## src/rtl/fbg_pkg.sv

```systemverilog
package fbg_pkg;
    localparam int SBR_W_DEF  = 13;
    localparam int FRAC_W_DEF = 5;
    localparam int OSR_LOG2   = 4;
    localparam int ADDR_W     = 2;
    localparam int BYTE_W     = 8;

    typedef enum logic [ADDR_W-1:0] {
        REG_DIV_HI = 2'd0,
        REG_DIV_LO = 2'd1,
        REG_FRAC   = 2'd2,
        REG_NONE   = 2'd3
    } fbg_reg_e;

    typedef struct packed {
        logic              en;
        fbg_reg_e          sel;
        logic [BYTE_W-1:0] data;
    } fbg_wr_t;

    function automatic logic is_write(input fbg_wr_t w, input fbg_reg_e r);
        return w.en && (w.sel == r);
    endfunction
endpackage

```

## src/rtl/fbg_regs.sv

```systemverilog
module fbg_regs
    import fbg_pkg::*;
#(
    parameter int SBR_W  = SBR_W_DEF,
    parameter int FRAC_W = FRAC_W_DEF
) (
    input  logic              clk,
    input  logic              rst,
    input  fbg_wr_t           wr,
    output logic [SBR_W-1:0]  sbr_q,
    output logic [FRAC_W-1:0] frac_q,
    output logic              commit
);
    localparam int HI_W = SBR_W - BYTE_W;

    logic [HI_W-1:0] hi_stage;
    logic [BYTE_W-HI_W-1:0] unused_hi_bits;
    logic [BYTE_W-FRAC_W-1:0] unused_frac_bits;

    assign unused_hi_bits   = wr.data[BYTE_W-1:HI_W];
    assign unused_frac_bits = wr.data[BYTE_W-1:FRAC_W];
    assign commit           = is_write(wr, REG_DIV_LO);

    always_ff @(posedge clk) begin
        if (rst) begin
            hi_stage <= '0;
            sbr_q    <= '0;
            frac_q   <= '0;
        end else begin
            if (is_write(wr, REG_DIV_HI))
                hi_stage <= wr.data[HI_W-1:0];
            if (commit)
                sbr_q <= {hi_stage, wr.data};
            if (is_write(wr, REG_FRAC))
                frac_q <= wr.data[FRAC_W-1:0];
        end
    end
endmodule

```

## src/rtl/fbg_frac_accum.sv

```systemverilog
module fbg_frac_accum #(
    parameter int FRAC_W = 5
) (
    input  logic              clk,
    input  logic              rst,
    input  logic              clear,
    input  logic              step,
    input  logic [FRAC_W-1:0] frac,
    output logic              stretch
);
    logic [FRAC_W-1:0] acc;
    logic [FRAC_W:0]   sum;

    assign sum = {1'b0, acc} + {1'b0, frac};

    always_ff @(posedge clk) begin
        if (rst || clear) begin
            acc     <= '0;
            stretch <= 1'b0;
        end else if (step) begin
            acc     <= sum[FRAC_W-1:0];
            stretch <= sum[FRAC_W];
        end
    end
endmodule

```

## src/rtl/fbg_prescaler.sv

```systemverilog
module fbg_prescaler #(
    parameter int SBR_W = 13
) (
    input  logic             clk,
    input  logic             rst,
    input  logic             clear,
    input  logic [SBR_W-1:0] sbr,
    input  logic             stretch,
    output logic [SBR_W:0]   pcnt,
    output logic             sample_tick
);
    logic           run;
    logic [SBR_W:0] last;

    assign run         = (sbr != '0);
    assign last        = {1'b0, sbr} + {{SBR_W{1'b0}}, stretch} - 1'b1;
    assign sample_tick = run && (pcnt == last);

    always_ff @(posedge clk) begin
        if (rst || clear || !run)
            pcnt <= '0;
        else if (sample_tick)
            pcnt <= '0;
        else
            pcnt <= pcnt + 1'b1;
    end
endmodule

```

## src/rtl/fbg_bit_counter.sv

```systemverilog
module fbg_bit_counter #(
    parameter int OSR_LOG2 = 4
) (
    input  logic clk,
    input  logic rst,
    input  logic clear,
    input  logic sample_tick,
    output logic bit_tick
);
    logic [OSR_LOG2-1:0] sidx;

    assign bit_tick = sample_tick && (sidx == '1);

    always_ff @(posedge clk) begin
        if (rst || clear)
            sidx <= '0;
        else if (sample_tick)
            sidx <= sidx + 1'b1;
    end
endmodule

```

## src/rtl/fractional_baud_gen.sv

```systemverilog
module fractional_baud_gen
    import fbg_pkg::*;
#(
    parameter int SBR_W  = SBR_W_DEF,
    parameter int FRAC_W = FRAC_W_DEF
) (
    input  logic              clk,
    input  logic              rst,
    input  logic              wr_en,
    input  logic [ADDR_W-1:0] wr_addr,
    input  logic [BYTE_W-1:0] wr_data,
    output logic              sample_tick,
    output logic              bit_tick
);
    fbg_wr_t           wr;
    logic [SBR_W-1:0]  sbr_q;
    logic [FRAC_W-1:0] frac_q;
    logic              commit;
    logic              stretch;
    logic              idle_clr;
    logic [SBR_W:0]    pcnt;

    assign wr.en    = wr_en;
    assign wr.sel   = fbg_reg_e'(wr_addr);
    assign wr.data  = wr_data;
    assign idle_clr = commit || (sbr_q == '0);

    fbg_regs #(.SBR_W(SBR_W), .FRAC_W(FRAC_W)) u_regs (
        .clk(clk), .rst(rst), .wr(wr),
        .sbr_q(sbr_q), .frac_q(frac_q), .commit(commit)
    );

    fbg_frac_accum #(.FRAC_W(FRAC_W)) u_accum (
        .clk(clk), .rst(rst), .clear(idle_clr), .step(sample_tick),
        .frac(frac_q), .stretch(stretch)
    );

    fbg_prescaler #(.SBR_W(SBR_W)) u_presc (
        .clk(clk), .rst(rst), .clear(commit), .sbr(sbr_q),
        .stretch(stretch), .pcnt(pcnt), .sample_tick(sample_tick)
    );

    fbg_bit_counter #(.OSR_LOG2(OSR_LOG2)) u_bits (
        .clk(clk), .rst(rst), .clear(idle_clr),
        .sample_tick(sample_tick), .bit_tick(bit_tick)
    );
endmodule

```

## config.mk

```make
export PLATFORM = sky130hd
export DESIGN_NAME = fractional_baud_gen
export DESIGN_NICKNAME = d
export VERILOG_FILES = /design/src/rtl/fbg_pkg.sv /design/src/rtl/fbg_regs.sv /design/src/rtl/fbg_frac_accum.sv /design/src/rtl/fbg_prescaler.sv /design/src/rtl/fbg_bit_counter.sv /design/src/rtl/fractional_baud_gen.sv
export SDC_FILE = /design/constraint.sdc
export NUM_CORES = 1
export LEC_CHECK = 0
export ABC_CLOCK_PERIOD_IN_PS = 9960
export BUFFER_PORTS_ARGS = -buffer_cell sky130_fd_sc_hd__buf_4
export CAP_MARGIN = 20
export CORE_ASPECT_RATIO = 2
export CORE_MARGIN = 2
export CORE_UTILIZATION = 62
export CTS_BUF_LIST = sky130_fd_sc_hd__clkbuf_4 sky130_fd_sc_hd__clkbuf_8
export DETAILED_ROUTE_END_ITERATION = 8
export PLACE_DENSITY = 0.81
export SETUP_SLACK_MARGIN = 0.1
export SKIP_CTS_REPAIR_TIMING = 1
export SYNTH_ARGS = -nofsm -noshare
export SYNTH_HDL_FRONTEND = slang
export SYNTH_HIERARCHICAL = 1
export SYNTH_SLANG_ARGS = --single-unit
```

## constraint.sdc

```tcl
create_clock -name clk -period 9.96 [get_ports clk]
set_input_delay 1.992 -clock clk [delete_from_list [all_inputs] [get_ports clk]]
set_output_delay 1.992 -clock clk [all_outputs]
set_load 0.02 [all_outputs]
```

; ---- Word-level counts from Yosys, hierarchy flattened
; Index checks and enable logic that the tools add are counted.
[totals]
regBits = 47
latch_bits = 0
ram_bits = 0
rom_bits = 0
input_bits = 13
output_inout_bits = 2
n_memories = 0
[classes]
add_sub_neg = 5
multipliers = 0
div = 0
magnitude_cmp = 0
eq_ne = 4
shifts = 0
muxes = 0
bitwise_logic = 0
n_reduce_logical = 14
[ops]
columns = cell, count
row1 = 13-bit by 1-bit adder with 14-bit output, 1
row2 = 14-bit by 1-bit adder with 14-bit output (second input constant), 1
row3 = 14-bit equality test, 1
row4 = 14-bit by 1-bit subtractor with 14-bit output (second input constant), 1
row5 = 13-bit zero test, 1
row6 = 13-bit nonzero test, 1
row7 = 5-bit by 5-bit adder with 6-bit output, 1
row8 = 1-bit logical AND, 5
row9 = 4-bit by 1-bit adder with 4-bit output (second input constant), 1
row10 = 4-bit equality test (second input constant), 1
row11 = 1-bit logical OR, 4
row12 = 2-bit by 1-bit equality test with 1-bit output (second input constant), 1
row13 = 2-bit equality test (second input constant), 1
row14 = 2-bit zero test, 1
row15 = 2-bit OR reduction, 1
row16 = 1-bit zero test, 1

; ---- Longest topological paths before layout
[logic_depth]
depth_word = 5
ltp_mapped = 14
ltp_nobuf = 12

; ---- Modules after synthesis
; The synthesis kept the hierarchy.
[by_module_without_submodules]
columns = mod, n_inst, cells_each, area_per_inst_um2, seq_area_each_um2
row1 = fbg_prescaler, 1, 144, 1112.3, 280.3
row2 = fbg_regs, 1, 85, 932.1, 460.4
row3 = fbg_frac_accum, 1, 43, 399.1, 120.1
row4 = fbg_bit_counter, 1, 17, 186.4, 80.1
row5 = fractional_baud_gen, 1, 5, 31.3, 0.0

; ---- Worst setup path after synthesis
; No wires, ideal clock.
[synth_timing]
path_kind = register to output
startpoint = reg u_regs.sbr_q[0]
endpoint = out bit_tick
arrival_time_ns = 3.425
required_time_ns = 7.968
slack_ns = 4.543
path_stages_with_launch = 12
n_path_buf = 1
cell_sequence = dfxtp_1 > inv_1 > ha_1 > ha_1 > or4b_1 > buf_2 > nor2_1 > xnor2_1 > a2111oi_2 > nand3b_1 > nor3_1 > and4_2
[synth_between]
elab_chain_len = 5
elab_cells_between_ends = 6
classes_between = add/sub (2) / eq/ne (1) / reduce/logical (3)
[synth_lines]
columns = element, line_no
row1 = from (decl), fbg_regs.sv:10  ; output logic [SBR_W-1:0] sbr_q,
row2 = from (signal assigned), fbg_regs.sv:33  ; sbr_q <= {hi_stage, wr.data};
row3 = 13-bit by 1-bit adder with 14-bit output, fbg_prescaler.sv:16  ; assign last = {1'b0, sbr} + {{SBR_W{1'b0}}, stretch} - 1'b1;
row4 = 14-bit by 1-bit subtractor with 14-bit output, fbg_prescaler.sv:16
row5 = 14-bit equality test, fbg_prescaler.sv:17  ; assign sample_tick = run && (pcnt == last);
row6 = 1-bit logical AND (*), fbg_prescaler.sv:17
row7 = via sample_tick, fractional_baud_gen.sv:12  ; output logic sample_tick,
row8 = 1-bit logical AND (*), fbg_bit_counter.sv:12  ; assign bit_tick = sample_tick && (sidx == '1);
row9 = to (decl), fractional_baud_gen.sv:13  ; output logic bit_tick
; Mark *: on every way through the listed nets, which the timed path passes. The rest lies on a longest branch.

; ---- Worst setup path in the final report
[layout_timing]
startpoint = reg u_regs.sbr_q[0]
endpoint = out bit_tick
[layout_between]
elab_chain_len = 5
elab_cells_between_ends = 6
classes_between = add/sub (2) / eq/ne (1) / reduce/logical (3)
[layout_lines]
columns = element, line_no
row1 = 13-bit by 1-bit adder with 14-bit output, fbg_prescaler.sv:16
row2 = 14-bit by 1-bit subtractor with 14-bit output, fbg_prescaler.sv:16
row3 = 14-bit equality test, fbg_prescaler.sv:17
row4 = 1-bit logical AND (*), fbg_prescaler.sv:17
row5 = 1-bit logical AND (*), fbg_bit_counter.sv:12
; Mark *: on every way between the ends. The rest lies on a longest branch, timed or not.

==> metrics.cfg <==
[placement]
io_buffer_count=14
gp_congestion=0.9543
hpwlAfterDp_mm=4.095
numPlacedInstances=351
placed_area_um2=2798
place_ws_ns=5.041

[power_and_ir_drop]
p_leak_uw=0.001189
swShare_pct=23.21
vdd_drop_max_mv=0.1236
pwr-share-clk_pct=41.3
power_switching_uw=94.83
seq_power_share_pct=47.8
pwr-share-comb_pct=10.9
power_density_nw_per_um2=139.3
internal-power_uw=313.8

[sta]
drv_slew=0
rsz0062_at_grt=false
layout_setup_ws_ns=4.668
setup_viol=0
tns_ns=0
fmax_mhz=189.0
worst_slew_pin_slew_ns=0.7509
slew_headroom_pct=49.73
period_share_pct=53.13
hold_violations=0
fin_worst_skew_ns=0.007830
min_period_ns=5.292

[worst_setup_path]
cp_cell_sequence=inv_1 > ha_1 > ha_1 > or4b_1 > a2111oi_0 > o21a_1 > o21ai_0 > nor3_2 > buf_4 > and4_2 > buf_4
arrival_ns=3.30
slowest_delay_ns=0.56
cp.depth=11
critPathBufInv=3
path_class=reg -> out
crit_family=simple AND/OR/NAND/NOR gates
crit_path_start_kind=flip-flop
cp-end-kind=primary output
crit_path_max_fanout=19
r2r_cells=12
cp.required_ns=7.97
cpMaxStageDelayCell=or4b_1

[floorplan]
std_cell_rows=33
coreArea_um2=4129
dieArea_um2=4864
die_w_um=50.33
initial_core_util_pct=64.45
die_h_um=96.66
ioPinCount=15

[global_routing]
track_usage_pct=24.11
grt_pass1_vias=2025
grt_start_max_net_pins=40
grt.overflow.total=0
grt_pass1_wl_mm=9.073
antenna_found_initial=0

[synthesis]
synth_area_per_cell_um2=9.052
synth_async_sr_flop_share_pct=0
ys_warn_count=6
seq_area_frac_synth_pct=35.35
synth_nets=317
synthCells=294
syn-cell-area_um2=2661
synth_cell_type_count=56
synth_edf_count=0
synth_top_flop_cell=dfxtp_1
ys_seq_elements=47

[route]
via_per_inst=5.914
finalWirelength_mm=5.477
dr_total_vias=2123
routedWlPerCell_um=15.26
drc=0
antenna_left=0
firstDrtPassIters=4
first_iter_violations=52

[layout]
final_core_util_pct=71.06
layout.cells.non_filler=359
syn_to_final_growth_pct=10.25
fillers=334
drive_above_1_share_pct=10.75
final_nets=329
antenna_cells=0
final_area_um2=2934

[flow_run]
drv_cap=0

[clock_tree]
cts_tree=built
clk_pin_slew_ns=0.09
clockBufferDepth=2
cts_buffers=5
htreeDepth=2
cts_sinks=47
clock_tree.root_cell=clkbuf_8
clock_latency_ns=0.31

[run_status]
status=completed

[worst_hold_path]
min_path_cells=2
hp-class=reg -> reg

layout make-up:
cell class	instances	area, um^2	share of cell area, %
multi-input cells	226	1634	55.69
clock inverters	2	60.06	2.047
clock buffers	6	76.32	2.601
well taps	52	65.06	2.217
repair buffers	16	120.1	4.094
inverters	10	37.54	1.279
flip-flops and latches	47	940.9	32.07
flip-flops by register name (all words and copies together) (netlist names):
name and count:
u_presc/pcnt 14, u_regs/sbr_q 13, u_accum/acc 5, u_regs/frac_q 5, u_regs/hi_stage 5, u_bits/sidx 4
u_accum/stretch 1
routing by layer:
layer | up-vias | GRT usage (%) | share of wire [%]
li1 | 1055 | - | -
met1 | 1024 | 23.89 | 39
met2 | 33 | 45.65 | 57
met3 | 11 | 3.241 | 1.6
met4 | 0 | 12.68 | 2.1
met5 | - | 0 | 0
worst reg2reg max path: cells and delay by family (launching register included):
family          cells  cell delay (ns)
fa+ha+maj           2             0.37
compound gates      3             0.83
flops               1             0.33
buf+inv             2             0.34
simple gates        5             1.34
stage by stage:
stage | hold WS [ns] | total power [uW]
2_1_floorplan | 0.4571 | 231.0
3_3_place_gp | 0.4686 | 242.5
3_5_place_dp | 0.4773 | 243.6
4_1_cts | 0.4904 | 412.0
5_1_grt | 0.5228 | 422.4
6_report | 0.4821 | 408.7
cells in the final DEF, fill, tap and decap left out, types with 4 or more instances in the layout:
cell type and n:
mux2i_1 27, xnor2_1 25, xor2_1 4, dfxtp_1 47, nand2b_1 32, inv_1 9, nor3_1 10, clkbuf_8 5
nand2_1 19, nand3b_1 5, ha_1 9, nor2_1 26, nor4_1 4, nand3_1 7, buf_4 16
path summary, 6_finish.rpt:
| kind | start | to | slack (ns) |
|---|---|---|---|
| max | u_regs/sbr_q[0]$_SDFFE_PP0P_ | bit_tick | 4.67 |
| min | u_regs/hi_stage[1]$_SDFFE_PP0P_ | u_regs/sbr_q[9]$_SDFFE_PP0P_ | 0.48 |
| max reg2reg | u_regs/sbr_q[0]$_SDFFE_PP0P_ | u_accum/acc[3]$_SDFFE_PP0P_ | 6.70 |
| min reg2reg | u_regs/hi_stage[1]$_SDFFE_PP0P_ | u_regs/sbr_q[9]$_SDFFE_PP0P_ | 0.48 |
kinds of logic (layout without fill, tap and decap cells):
logic type      count (synthesis)  count (layout)  synth area share, %
buf+inv                        21              34                3.431
flops                          47              47                35.35
simple gates                  129             129                27.08
mux                            28              28                10.58
compound gates                 30              30                9.026
fa+ha+maj                      10              10                4.984
xor+xnor                       29              29                9.544
power groups by stage:
stage	Sequential (uW)	Clock, uW	Combinational, uW
global route	196	178	48.4
finish	195	169	44.5
detailed placement	200	0	43.9
global placement	199	0	43.0
floorplan	198	0	32.7
CTS	195	173	44.1
synthesized netlist by cell type, types with 4 or more instances:
| master | number | share of area, % |
|---|---|---|
| mux2i_1 | 27 | 10 |
| xor2_1 | 4 | 1.3 |
| xnor2_1 | 25 | 8.2 |
| nand2b_1 | 32 | 7.5 |
| nand3b_1 | 5 | 1.4 |
| inv_1 | 9 | 1.3 |
| nand2_1 | 19 | 2.7 |
| clkbuf_1 | 6 | 0.85 |
| nor4_1 | 4 | 0.94 |
| ha_1 | 9 | 4.2 |
| nor2_1 | 26 | 3.7 |
| nand3_1 | 7 | 1.3 |
| dfxtp_1 | 47 | 35 |
| nor3_1 | 11 | 2.1 |
Power figures use the tool's default switching activity.
